<file path="config.mk">
export PLATFORM = sky130hd
export DESIGN_NAME = iso_ts_inserter
export DESIGN_NICKNAME = d
export VERILOG_FILES = /design/src/rtl/its_pkg.sv /design/src/rtl/its_ctl_regs.sv /design/src/rtl/its_pkt_pos.sv /design/src/rtl/its_delta_store.sv /design/src/rtl/iso_ts_inserter.sv
export SDC_FILE = /design/constraint.sdc
export NUM_CORES = 1
export LEC_CHECK = 0
export BUFFER_PORTS_ARGS = -buffer_cell sky130_fd_sc_hd__buf_2
export CORE_ASPECT_RATIO = 0.5
export CORE_MARGIN = 2
export CORE_UTILIZATION = 60
export DETAILED_ROUTE_END_ITERATION = 7
export GPL_TIMING_DRIVEN = 0
export PLACE_DENSITY = 0.81
export SETUP_SLACK_MARGIN = 0.2
export SYNTH_ARGS = -nofsm -noshare
export SYNTH_HDL_FRONTEND = slang
export SYNTH_SLANG_ARGS = --single-unit
export TNS_END_PERCENT = 50
</file>
<file path="constraint.sdc">
create_clock -name clk -period 10.3 [get_ports clk]
set_clock_uncertainty 0.05 [all_clocks]
set_input_delay 0 -clock clk [delete_from_list [all_inputs] [get_ports clk]]
set_output_delay 0 -clock clk [all_outputs]
set_load 0.01 [all_outputs]
</file>
<file path="src/rtl/its_pkg.sv">
package its_pkg;

  localparam int unsigned CNT_MOD = 8000;
  localparam int unsigned OFF_MOD = 3072;

  localparam int unsigned DV_EN_BIT    = 8;
  localparam int unsigned MPEG_EN_BIT  = 10;
  localparam int unsigned NO_DELTA_BIT = 31;

  localparam logic [1:0] TAG_CIP  = 2'b01;
  localparam logic [5:0] FMT_DV   = 6'h00;
  localparam logic [5:0] FMT_MPEG = 6'h10;

  typedef struct packed {
    logic [12:0] cnt;
    logic [11:0] off;
  } ts_t;

  function automatic logic [1:0] tag_of(logic [31:0] w);
    return w[15:14];
  endfunction

  function automatic logic [5:0] fmt_of(logic [31:0] w);
    return w[29:24];
  endfunction

  // modular add: offset wraps at OFF_MOD carrying into count, count wraps at CNT_MOD
  function automatic ts_t ts_add(ts_t a, ts_t b);
    ts_t r;
    logic [12:0] s;
    logic [13:0] c;
    logic cy;
    s  = {1'b0, a.off} + {1'b0, b.off};
    cy = (s >= 13'(OFF_MOD));
    if (cy) s = s - 13'(OFF_MOD);
    c = {1'b0, a.cnt} + {1'b0, b.cnt} + {13'd0, cy};
    if (c >= 14'(CNT_MOD)) c = c - 14'(CNT_MOD);
    r.cnt = c[12:0];
    r.off = s[11:0];
    return r;
  endfunction

  // (a - b) mod CNT_MOD
  function automatic logic [12:0] cnt_sub(logic [12:0] a, logic [12:0] b);
    logic [13:0] d;
    if (a >= b) d = {1'b0, a} - {1'b0, b};
    else        d = {1'b0, a} + 14'(CNT_MOD) - {1'b0, b};
    return d[12:0];
  endfunction

  function automatic logic [15:0] syt_of(ts_t t);
    return {t.cnt[3:0], t.off};
  endfunction

endpackage

</file>
<file path="src/rtl/its_ctl_regs.sv">
module its_ctl_regs #(
  parameter int N_CTX = 8,
  localparam int CTX_W = $clog2(N_CTX)
) (
  input  logic                   clk,
  input  logic                   rst_n,
  input  logic                   en_set_we,
  input  logic                   en_clr_we,
  input  logic [31:0]            en_wdata,
  input  logic                   ofs_we,
  input  logic [CTX_W-1:0]       ofs_sel,
  input  logic [31:0]            ofs_wdata,
  output logic [31:0]            ctl_q,
  output logic [N_CTX-1:0][31:0] ofs_q
);

  logic [31:0] ctl_nxt;

  always_comb begin
    ctl_nxt = ctl_q;
    if (en_set_we) ctl_nxt = ctl_nxt | en_wdata;
    if (en_clr_we) ctl_nxt = ctl_nxt & ~en_wdata;
  end

  always_ff @(posedge clk) begin
    if (!rst_n) ctl_q <= '0;
    else        ctl_q <= ctl_nxt;
  end

  for (genvar i = 0; i < N_CTX; i++) begin : g_ofs
    always_ff @(posedge clk) begin
      if (!rst_n)                                 ofs_q[i] <= '0;
      else if (ofs_we && ofs_sel == CTX_W'(i))    ofs_q[i] <= ofs_wdata;
    end
  end

  a_r2_set_takes: assert property (@(posedge clk) disable iff (!rst_n)
    en_set_we && !en_clr_we |=> (ctl_q & $past(en_wdata)) == $past(en_wdata));
  a_r3_clear_takes: assert property (@(posedge clk) disable iff (!rst_n)
    en_clr_we |=> (ctl_q & $past(en_wdata)) == 32'd0);
  a_r2_zero_keeps: assert property (@(posedge clk) disable iff (!rst_n)
    (en_set_we || en_clr_we) |=> ((ctl_q ^ $past(ctl_q)) & ~$past(en_wdata)) == 32'd0);
  a_r3_idle_keeps: assert property (@(posedge clk) disable iff (!rst_n)
    !en_set_we && !en_clr_we |=> $stable(ctl_q));

endmodule

</file>
<file path="src/rtl/its_pkt_pos.sv">
module its_pkt_pos #(
  parameter int SP_WORDS = 48,
  localparam int SP_W = (SP_WORDS > 1) ? $clog2(SP_WORDS) : 1
) (
  input  logic       clk,
  input  logic       rst_n,
  input  logic       acc,
  input  logic       sop,
  output logic [1:0] cur_idx,  // 0..2 header words, 3 = payload
  output logic       ts_slot
);

  logic [1:0]      idx_q;
  logic [SP_W-1:0] sp_q;

  assign cur_idx = sop ? 2'd0 : idx_q;
  assign ts_slot = (cur_idx == 2'd3) && (sp_q == '0);

  always_ff @(posedge clk) begin
    if (!rst_n) begin
      idx_q <= '0;
      sp_q  <= '0;
    end else if (acc) begin
      if (cur_idx != 2'd3) begin
        idx_q <= cur_idx + 2'd1;
        sp_q  <= '0;
      end else begin
        sp_q <= (sp_q == SP_W'(SP_WORDS - 1)) ? '0 : sp_q + 1'b1;
      end
    end
  end

  a_r8_slot_range: assert property (@(posedge clk) disable iff (!rst_n)
    sp_q <= SP_W'(SP_WORDS - 1));
  a_r8_sop_restarts: assert property (@(posedge clk) disable iff (!rst_n)
    acc && sop |=> idx_q == 2'd1 && sp_q == '0);

endmodule

</file>
<file path="src/rtl/its_delta_store.sv">
module its_delta_store #(
  parameter int N_CTX = 8,
  localparam int CTX_W = $clog2(N_CTX)
) (
  input  logic             clk,
  input  logic             rst_n,
  input  logic             en,
  input  logic             cap,
  input  logic [CTX_W-1:0] ctx,
  input  logic [12:0]      cap_val,
  output logic             cur_vld,
  output logic [12:0]      cur_delta
);

  logic [N_CTX-1:0]       vld_q;
  logic [N_CTX-1:0][12:0] dl_q;

  assign cur_vld   = vld_q[ctx];
  assign cur_delta = dl_q[ctx];

  always_ff @(posedge clk) begin
    if (!rst_n) begin
      vld_q <= '0;
      dl_q  <= '0;
    end else if (!en) begin
      vld_q <= '0;
    end else if (cap && !vld_q[ctx]) begin
      vld_q[ctx] <= 1'b1;
      dl_q[ctx]  <= cap_val;
    end
  end

  for (genvar i = 0; i < N_CTX; i++) begin : g_chk
    a_r12_drop: assert property (@(posedge clk) disable iff (!rst_n)
      !en |=> !vld_q[i]);
    a_r10_hold: assert property (@(posedge clk) disable iff (!rst_n)
      vld_q[i] && en |=> vld_q[i] && $stable(dl_q[i]));
  end

endmodule

</file>
<file path="src/rtl/iso_ts_inserter.sv">
module iso_ts_inserter
  import its_pkg::*;
#(
  parameter int N_CTX    = 8,
  parameter int SP_WORDS = 48,
  localparam int CTX_W   = $clog2(N_CTX)
) (
  input  logic             clk,
  input  logic             rst_n,
  input  logic [31:0]      cycle_timer,
  input  logic             en_set_we,
  input  logic             en_clr_we,
  input  logic [31:0]      en_wdata,
  input  logic             ofs_we,
  input  logic [CTX_W-1:0] ofs_sel,
  input  logic [31:0]      ofs_wdata,
  output logic [31:0]      ctl_state,
  input  logic             in_valid,
  output logic             in_ready,
  input  logic             in_sop,
  input  logic             in_frame,
  input  logic [CTX_W-1:0] in_ctx,
  input  logic [31:0]      in_data,
  output logic             out_valid,
  input  logic             out_ready,
  output logic             out_sop,
  output logic [31:0]      out_data
);

  logic [N_CTX-1:0][31:0] ofs_q;
  logic [1:0]             cur_idx;
  logic                   ts_slot;
  logic                   acc;
  logic [CTX_W-1:0]       ctx_q;
  logic                   tag_ok_q, frame_q, mpeg_q;
  logic                   dv_hit, mp_hit;
  logic                   dl_vld;
  logic [12:0]            dl_stored, dl_fresh, dl_used, dl_add;
  ts_t                    ct_ts, ofs_ts, in_ts, dl_ts, dv_ts, mp_ts;
  logic [31:0]            ofs_cur, word_mod;

  its_ctl_regs #(.N_CTX(N_CTX)) u_regs (
    .clk, .rst_n, .en_set_we, .en_clr_we, .en_wdata,
    .ofs_we, .ofs_sel, .ofs_wdata, .ctl_q(ctl_state), .ofs_q
  );

  its_pkt_pos #(.SP_WORDS(SP_WORDS)) u_pos (
    .clk, .rst_n, .acc, .sop(in_sop), .cur_idx, .ts_slot
  );

  its_delta_store #(.N_CTX(N_CTX)) u_delta (
    .clk, .rst_n, .en(ctl_state[MPEG_EN_BIT]), .cap(mp_hit), .ctx(ctx_q),
    .cap_val(dl_fresh), .cur_vld(dl_vld), .cur_delta(dl_stored)
  );

  assign in_ready = !out_valid || out_ready;
  assign acc      = in_valid && in_ready;

  // per-packet context and qualification
  always_ff @(posedge clk) begin
    if (!rst_n) begin
      ctx_q <= '0; tag_ok_q <= 1'b0; frame_q <= 1'b0; mpeg_q <= 1'b0;
    end else if (acc) begin
      if (in_sop) begin
        ctx_q    <= in_ctx;
        frame_q  <= in_frame;
        tag_ok_q <= (tag_of(in_data) == TAG_CIP);
        mpeg_q   <= 1'b0;
      end else if (cur_idx == 2'd2) begin
        mpeg_q <= tag_ok_q && (fmt_of(in_data) == FMT_MPEG);
      end
    end
  end

  assign ofs_cur = ofs_q[ctx_q];
  assign ofs_ts  = ofs_cur[24:0];
  assign ct_ts   = cycle_timer[24:0];
  assign in_ts   = in_data[24:0];

  assign dv_hit = acc && (cur_idx == 2'd2) && tag_ok_q && frame_q &&
                  (fmt_of(in_data) == FMT_DV) && ctl_state[DV_EN_BIT];
  assign mp_hit = acc && ts_slot && mpeg_q && ctl_state[MPEG_EN_BIT];

  assign dl_fresh = cnt_sub(ct_ts.cnt, in_ts.cnt);
  assign dl_used  = dl_vld ? dl_stored : dl_fresh;
  assign dl_add   = ofs_cur[NO_DELTA_BIT] ? 13'd0 : dl_used;
  assign dl_ts    = '{cnt: dl_add, off: 12'd0};
  assign dv_ts    = ts_add(ct_ts, ofs_ts);
  assign mp_ts    = ts_add(ts_add(in_ts, ofs_ts), dl_ts);

  always_comb begin
    word_mod = in_data;
    if (dv_hit) word_mod[15:0] = syt_of(dv_ts);
    if (mp_hit) word_mod[24:0] = mp_ts;
  end

  always_ff @(posedge clk) begin
    if (!rst_n) begin
      out_valid <= 1'b0;
      out_sop   <= 1'b0;
      out_data  <= '0;
    end else if (acc) begin
      out_valid <= 1'b1;
      out_sop   <= in_sop;
      out_data  <= word_mod;
    end else if (out_ready) begin
      out_valid <= 1'b0;
    end
  end

  a_r1_latency: assert property (@(posedge clk) disable iff (!rst_n)
    acc |=> out_valid && out_sop == $past(in_sop));
  a_r1_hold: assert property (@(posedge clk) disable iff (!rst_n)
    out_valid && !out_ready |=> out_valid && $stable(out_data));
  a_r8_passthrough: assert property (@(posedge clk) disable iff (!rst_n)
    acc && !dv_hit && !mp_hit |=> out_data == $past(in_data));
  a_r5_dv_upper_kept: assert property (@(posedge clk) disable iff (!rst_n)
    dv_hit |=> out_data[31:16] == $past(in_data[31:16]));
  a_r8_mp_upper_kept: assert property (@(posedge clk) disable iff (!rst_n)
    mp_hit |=> out_data[31:25] == $past(in_data[31:25]));
  a_r7_one_mode: assert property (@(posedge clk) disable iff (!rst_n)
    !(dv_hit && mp_hit));

endmodule

</file>
; ---- Word level (Yosys, flattened, before mapping)
; Index checks and enable logic that the tools add are counted.
[totals]
ff_bits = 448
input_bits = 143
word_cells = 137
[op_classes]
addsub = 19
order_cmp = 9
n_eq_ne = 13
mux = 31
n_bitwise = 4
n_reduce_logical = 34
[op_table]
columns = cell, count
row1 = 104-bit bitwise mux, 1
row2 = 32-bit binary-select mux with 3-bit select, 1
row3 = 32-bit two-way mux, 3
row4 = 13-bit two-way mux, 7
row5 = 13-bit by 13-bit adder with 14-bit output, 3
row6 = 14-bit by 1-bit adder with 14-bit output, 3
row7 = 14-bit by 13-bit greater-or-equal comparator with 1-bit output (second input constant), 3
row8 = 13-bit binary-select mux with 3-bit select, 1
row9 = 13-bit demux with 3-bit select, 1
row10 = 12-bit two-way mux, 3
row11 = 12-bit subtractor (second input constant), 3
row12 = 32-bit bitwise AND, 1
row13 = 32-bit inverter, 1
row14 = 32-bit bitwise OR, 1
row15 = 12-bit by 12-bit adder with 13-bit output, 2
row16 = 13-bit by 12-bit greater-or-equal comparator with 1-bit output (second input constant), 2
row17 = 13-bit subtractor, 2
row18 = 13-bit subtractor (second input constant), 2
row19 = 25-bit two-way mux, 1
row20 = 1-bit logical AND, 21
row21 = 16-bit two-way mux, 1
row22 = 13-bit adder (second input constant), 1
row23 = 13-bit greater-or-equal comparator, 1
row24 = 3-bit equality test (second input constant), 4
row25 = other kinds (26), 41

; ---- Longest topological paths before layout
[depth]
word_depth = 12
mapped_depth = 46
ltp_nobuf = 43

; ---- Cells and area by module
; Synthesis repeated with hierarchy kept, for this count alone.
[unflattened]
hier_cells = 2642
area_unflattened_um2 = 24631.1
[modules_own_cells]
columns = module, n_inst, cells_per_inst, area_per_inst_um2, seq_area_each_um2
row1 = its_ctl_regs, 1, 977, 10277.4, 5765.5
row2 = iso_ts_inserter, 1, 969, 8132.8, 800.8
row3 = its_delta_store, 1, 646, 5798.1, 2242.2
row4 = its_pkt_pos, 1, 50, 422.9, 160.2

; ---- Least setup slack after synthesis
; OpenSTA, ideal clock, no wires.
[synth_path]
kind = register -> register
start = register ctx_q[2]
end = register out_data[20]
setup_time_ns = 0.136
t_arrival_ns = 9.045
slack_ns = 1.069
path_stages_with_launch = 45
path_buffers = 6
synth_period_minus_slack_ns = 9.231
path_cell_list = dfxtp_1 -> buf_2 -> buf_2 -> and3b_1 -> clkbuf_1 -> clkbuf_1 -> clkbuf_1 -> a22oi_1 -> nand3_1 -> ha_1 -> fa_1 -> a21o_1 -> a211oi_1 -> a21oi_1 -> o41ai_2 -> xnor2_1 -> ha_1 -> nand3_1 -> [... 9 more ...] -> o21ai_0 -> or3b_2 -> and2_1 -> ha_1 -> nand2_1 -> or4_1 -> o31ai_1 -> a41o_1 -> nand3b_1 -> xnor2_1 -> ha_1 -> buf_1 -> a2111oi_2 -> a21oi_2 -> o311ai_1 -> nand4_1 -> a2111oi_0 -> o32ai_1
[synth_between]
elab_chain_cells = 12
word_cells_on_any_way = 24
classes_between = 8 x add/sub / 4 x order compare / 12 x mux
[synth_lines]
columns = element, line_no
row1 = "start, declared", iso_ts_inserter.sv:34  ; logic [CTX_W-1:0] ctx_q;
row2 = "start signal, assigned", iso_ts_inserter.sv:65  ; ctx_q <= in_ctx;
row3 = 32-bit binary-select mux with 3-bit select, iso_ts_inserter.sv:75  ; assign ofs_cur = ofs_q[ctx_q];
row4 = 32-bit two-way mux (not written as such), iso_ts_inserter.sv:75
row5 = 12-bit by 12-bit adder with 13-bit output, its_pkg.sv:33  ; s = {1'b0, a.off} + {1'b0, b.off};
row6 = 13-bit by 12-bit greater-or-equal comparator with 1-bit output, its_pkg.sv:34  ; cy = (s >= 13'(OFF_MOD));
row7 = 14-bit by 1-bit adder with 14-bit output, its_pkg.sv:36  ; c = {1'b0, a.cnt} + {1'b0, b.cnt} + {13'd0, cy};
row8 = 13-bit subtractor / 14-bit by 13-bit greater-or-equal comparator with 1-bit output (equally long branches), its_pkg.sv:37  ; if (c >= 14'(CNT_MOD)) c = c - 14'(CNT_MOD);
row9 = 13-bit two-way mux, its_pkg.sv:37
row10 = 13-bit by 13-bit adder with 14-bit output, its_pkg.sv:36
row11 = 14-bit by 1-bit adder with 14-bit output *, its_pkg.sv:36
row12 = 13-bit subtractor / 14-bit by 13-bit greater-or-equal comparator with 1-bit output (equally long branches), its_pkg.sv:37
row13 = 13-bit two-way mux *, its_pkg.sv:37
row14 = 25-bit two-way mux *, iso_ts_inserter.sv:94  ; if (mp_hit) word_mod[24:0] = mp_ts;
row15 = "end signal, assigned", iso_ts_inserter.sv:105  ; out_data <= word_mod;
row16 = "end, declared", iso_ts_inserter.sv:27  ; output logic [31:0] out_data
; Mark *: on every way between the ends. The rest lies on a longest branch, timed or not. The select of a mux whose other input is x is not followed.
; A chain may end at the register's enable or synchronous reset.

; ---- Worst setup path after layout
[layout_path]
start = register ctx_q[2]
end = register out_data[22]
; The elaborated chain is that of the path after synthesis.

==> impl_metrics.yaml <==
timing:
  rsz0062_at_grt: "false"
  setup_tns_ns: 0
  hold_violations: 0
  worst_pin_slew_ns: 1.40
  max_freq_mhz: 101
  setup-violations-final: 0
  drv_slew: 0
  finalCritPeriodShare_pct: 96.4
  slew_headroom_pct: 6.15
  finalCriticalPeriod_ns: 9.93
floorplanning:
  fp.dieH_um: 136
  placementRows: 48
  ioPinCount: 210
  coreArea_um2: 34400
  initial_utilization_pct: 60.8
  die-area_um2: 36400
  die_w_um: 268
worst_hold_path:
  hp-start: "in_data[5]"
  hp-class: "in -> reg"
route:
  postRouteAntennaNets: 0
  routed_via_density: 6.40
  drc_errors: 0
  wl_mm: 75.5
  drt_first_pass_iters: 7
  dr.first_iter.drc_count: 2903
  avgRoutedWirePerCell_um: 22.0
  via_count: 21900
run:
  drv_cap: 0
critical_path:
  critical_path_arrival_ns: 10.37
  cp-endpoint: "out_data[22]"
  cp-start-kind: "flop"
  worst_r2r_path_depth: 42
  cp_max_fo: 10
  crit_top_cell: "nand2_1"
  crit_type: "reg -> reg"
  r2r_start: "ctx_q[2]"
  crit_slowest_cell: "a2111oi_0"
  rrSetupSlack_ns: 0.37
  r2r_end: "out_data[22]"
  critical_path.max_stage_delay_ns: 0.50
  critPathCaptureType: "flop"
  crit_start: "ctx_q[2]"
  worstPathRequired_ns: 10.74
cells_and_area:
  fin_nets: 3182
  mostFrequentLayoutCell: "nand2_1"
  multi_input_area_um2: 12000
  utilization_pct: 72.8
  fill_cells: 2719
  final_cell_mix: "515 x nand2_1, 400 x dfxtp_1, 336 x a21oi_1, 192 x nor2_1, 182 x buf_2"
  area.sequential_um2: 8010
  drive_gt1_share_pct: 13.7
  area_growth_pct: 19.7
power:
  ir_drop_uv: 119
  pwr-share-comb_pct: 24.3
  p_clk_share_pct: 34.8
  swShare_pct: 31.8
  power.density_nw_per_um2: 156
  power_switching_uw: 1250
  seqPwrFrac_pct: 40.9
  internal_power_uw: 2670
  leakagePower_uw: 0.00976
global_route:
  grtUsageTotal_pct: 40.0
  grt_antenna_before_repair: 1
  grt_max_degree: 17
  use_met1_pct: 50.0
  busiest_layer: "met2"
  use_met2_pct: 65.3
  grt_pass1_wl_mm: 113
  grt_pass1_vias: 20500
  grt_overflow: 0
  use_met3_pct: 8.51
yosys:
  ys_ff_latch: 400
  synth_ff_type: "dfxtp_1"
  synth_top_family_by_area: "compound AO/OA/AOI/OAI gates"
  synth_top_area_cell: "dfxtp_1"
  synthMuxAreaShare_pct: 2.03
  syn_nets: 2861
  synth_warnings: 0
  synth-simple-area-share_pct: 19.6
  yosys.area_share.adder_pct: 7.05
  netlist_instances: 2610
  synth_edf_count: 0
  ys_seq_area_share_pct: 38.3
  synthArstFlopShare_pct: 0
  synthDistinctLibCells: 88
  synth-compound-area-share_pct: 25.0
  synth_xor_area_share_pct: 2.73
  syn_area_um2: 20900
  yosysTopAreaCellShare_pct: 38.3
  synth_top_cells_by_area: "dfxtp_1 38%, nand2_1 9.3%, a21oi_1 8.1%"
  avgSynthCellArea_um2: 8.00
clock_tree:
  cts_inserted_buffers: 36
  clk_pin_slew_worst_paths_ns: 0.07
  clock-root-buffer: "clkbuf_16"
  cts.sinks: 400
  cts_buffer_depth: 3
  htreeDepth: 2
  cts_tree: "built"
  clock_latency_ns: 0.57
placement:
  numPortBuffers: 166
  finalWeightedCongestion: 0.978
  hpwl_mm: 51.8
run_status:
  status: "finished clean"
-- Yosys cell counts (all sizes together) (18+ instances only) --
| library cell | count |
|---|---|
| inv | 76 |
| clkbuf | 151 |
| buf | 41 |
| nand4 | 28 |
| a211oi | 120 |
| xnor2 | 43 |
| ha | 92 |
| a21oi | 341 |
| mux2i | 33 |
| xor2 | 22 |
| nand3 | 38 |
| nor3 | 30 |
| nor2 | 202 |
| a22oi | 100 |
| o22ai | 41 |
| dfxtp | 400 |
| o21a | 18 |
| a21o | 21 |
| o21ai | 58 |
| nand2 | 516 |
-- flip-flops by register name (all words and copies together) (netlist names), named ones only --
register	count
out_valid	1
frame_q	1
tag_ok_q	1
ctx_q	3
u_regs.ctl_q	1
out_sop	1
u_delta.vld_q	8
mpeg_q	1
u_delta.dl_q	104
u_pos.idx_q	2
u_regs.ofs_q	208
u_pos.sp_q	6
out_data	32
-- kinds of logic (layout without fill, tap and decap cells) --
family,count (synthesis),count (layout)
mux,40,40
flops,400,400
other cells,0,1
simple gates,921,921
buf+inv,268,611
compound gates,808,808
fa+ha+maj,108,108
xor+xnor,65,65
-- through the flow --
step	worst slack [ns]	power [uW]	std cells	instance area, um^2	hold slack [ns]
final	0.367	3910	3429	25000	0.0474
after floorplan	1.07	2190	2610	20900	0.0456
after global routing	0.134	4030	3429	25000	0.0618
after CTS	0.208	3830	3422	24800	0.0324
after detailed placement	-1.58	2430	3252	22300	0.151
after global placement	-1.53	2420	3251	22300	0.149
-- worst min-delay path by stage --
stage          depth (start not counted)                end  slack (ns)
2_1_floorplan                          1               flop        0.05
3_3_place_gp                           2               flop        0.15
3_5_place_dp                           2               flop        0.15
4_1_cts                                5  u_regs.ofs_q[191]        0.03
5_1_grt                                5       out_data[18]        0.06
6_report                               5        out_data[5]        0.05
-- critical path, delay by kind of cell (launching register included) --
kind	cells	cell delay, ns
AO/OA/AOI/OAI	18	4.26
AND/OR/NAND/NOR	12	2.27
adder cells (fa/ha/maj)	5	1.48
buffers and inverters	5	1.14
flip-flops	1	0.32
XOR/XNOR	2	0.32
-- layout make-up --
cell class / count / share of cell area [%]
diodes: 1 / 0.0100
clock buffers: 46 / 3.91
clock inverters: 14 / 0.636
repair buffers: 283 / 7.86
plain buffers: 192 / 3.87
inverters: 76 / 1.14
well taps: 475 / 2.38
flip-flops and latches: 400 / 32.0
multi-input cells: 1942 / 48.2
-- layer usage --
layer,wire length [um],vias to the layer above
met5,0,-
met4,4470,0
met3,8820,340
met2,33700,1452
met1,28500,10300
li1,-,9879
-- timing repair --
action                                  4_1_cts  5_1_grt
endpoints found under the setup margin        7        7
hold buffers                                101        0
setup buffers                                 9        6
endpoints found under the hold margin       279        0
pin swaps                                    13       22
gates resized for setup                      67       51
-- power by group through the flow --
stage	Sequential [uW]	Combinational [uW]	Clock, uW
floorplan	1640	551	0
global placement	1630	787	0
detailed placement	1630	798	0
CTS	1600	880	1350
global route	1600	1010	1420
finish	1600	949	1360
Power figures use the tool's default switching activity.
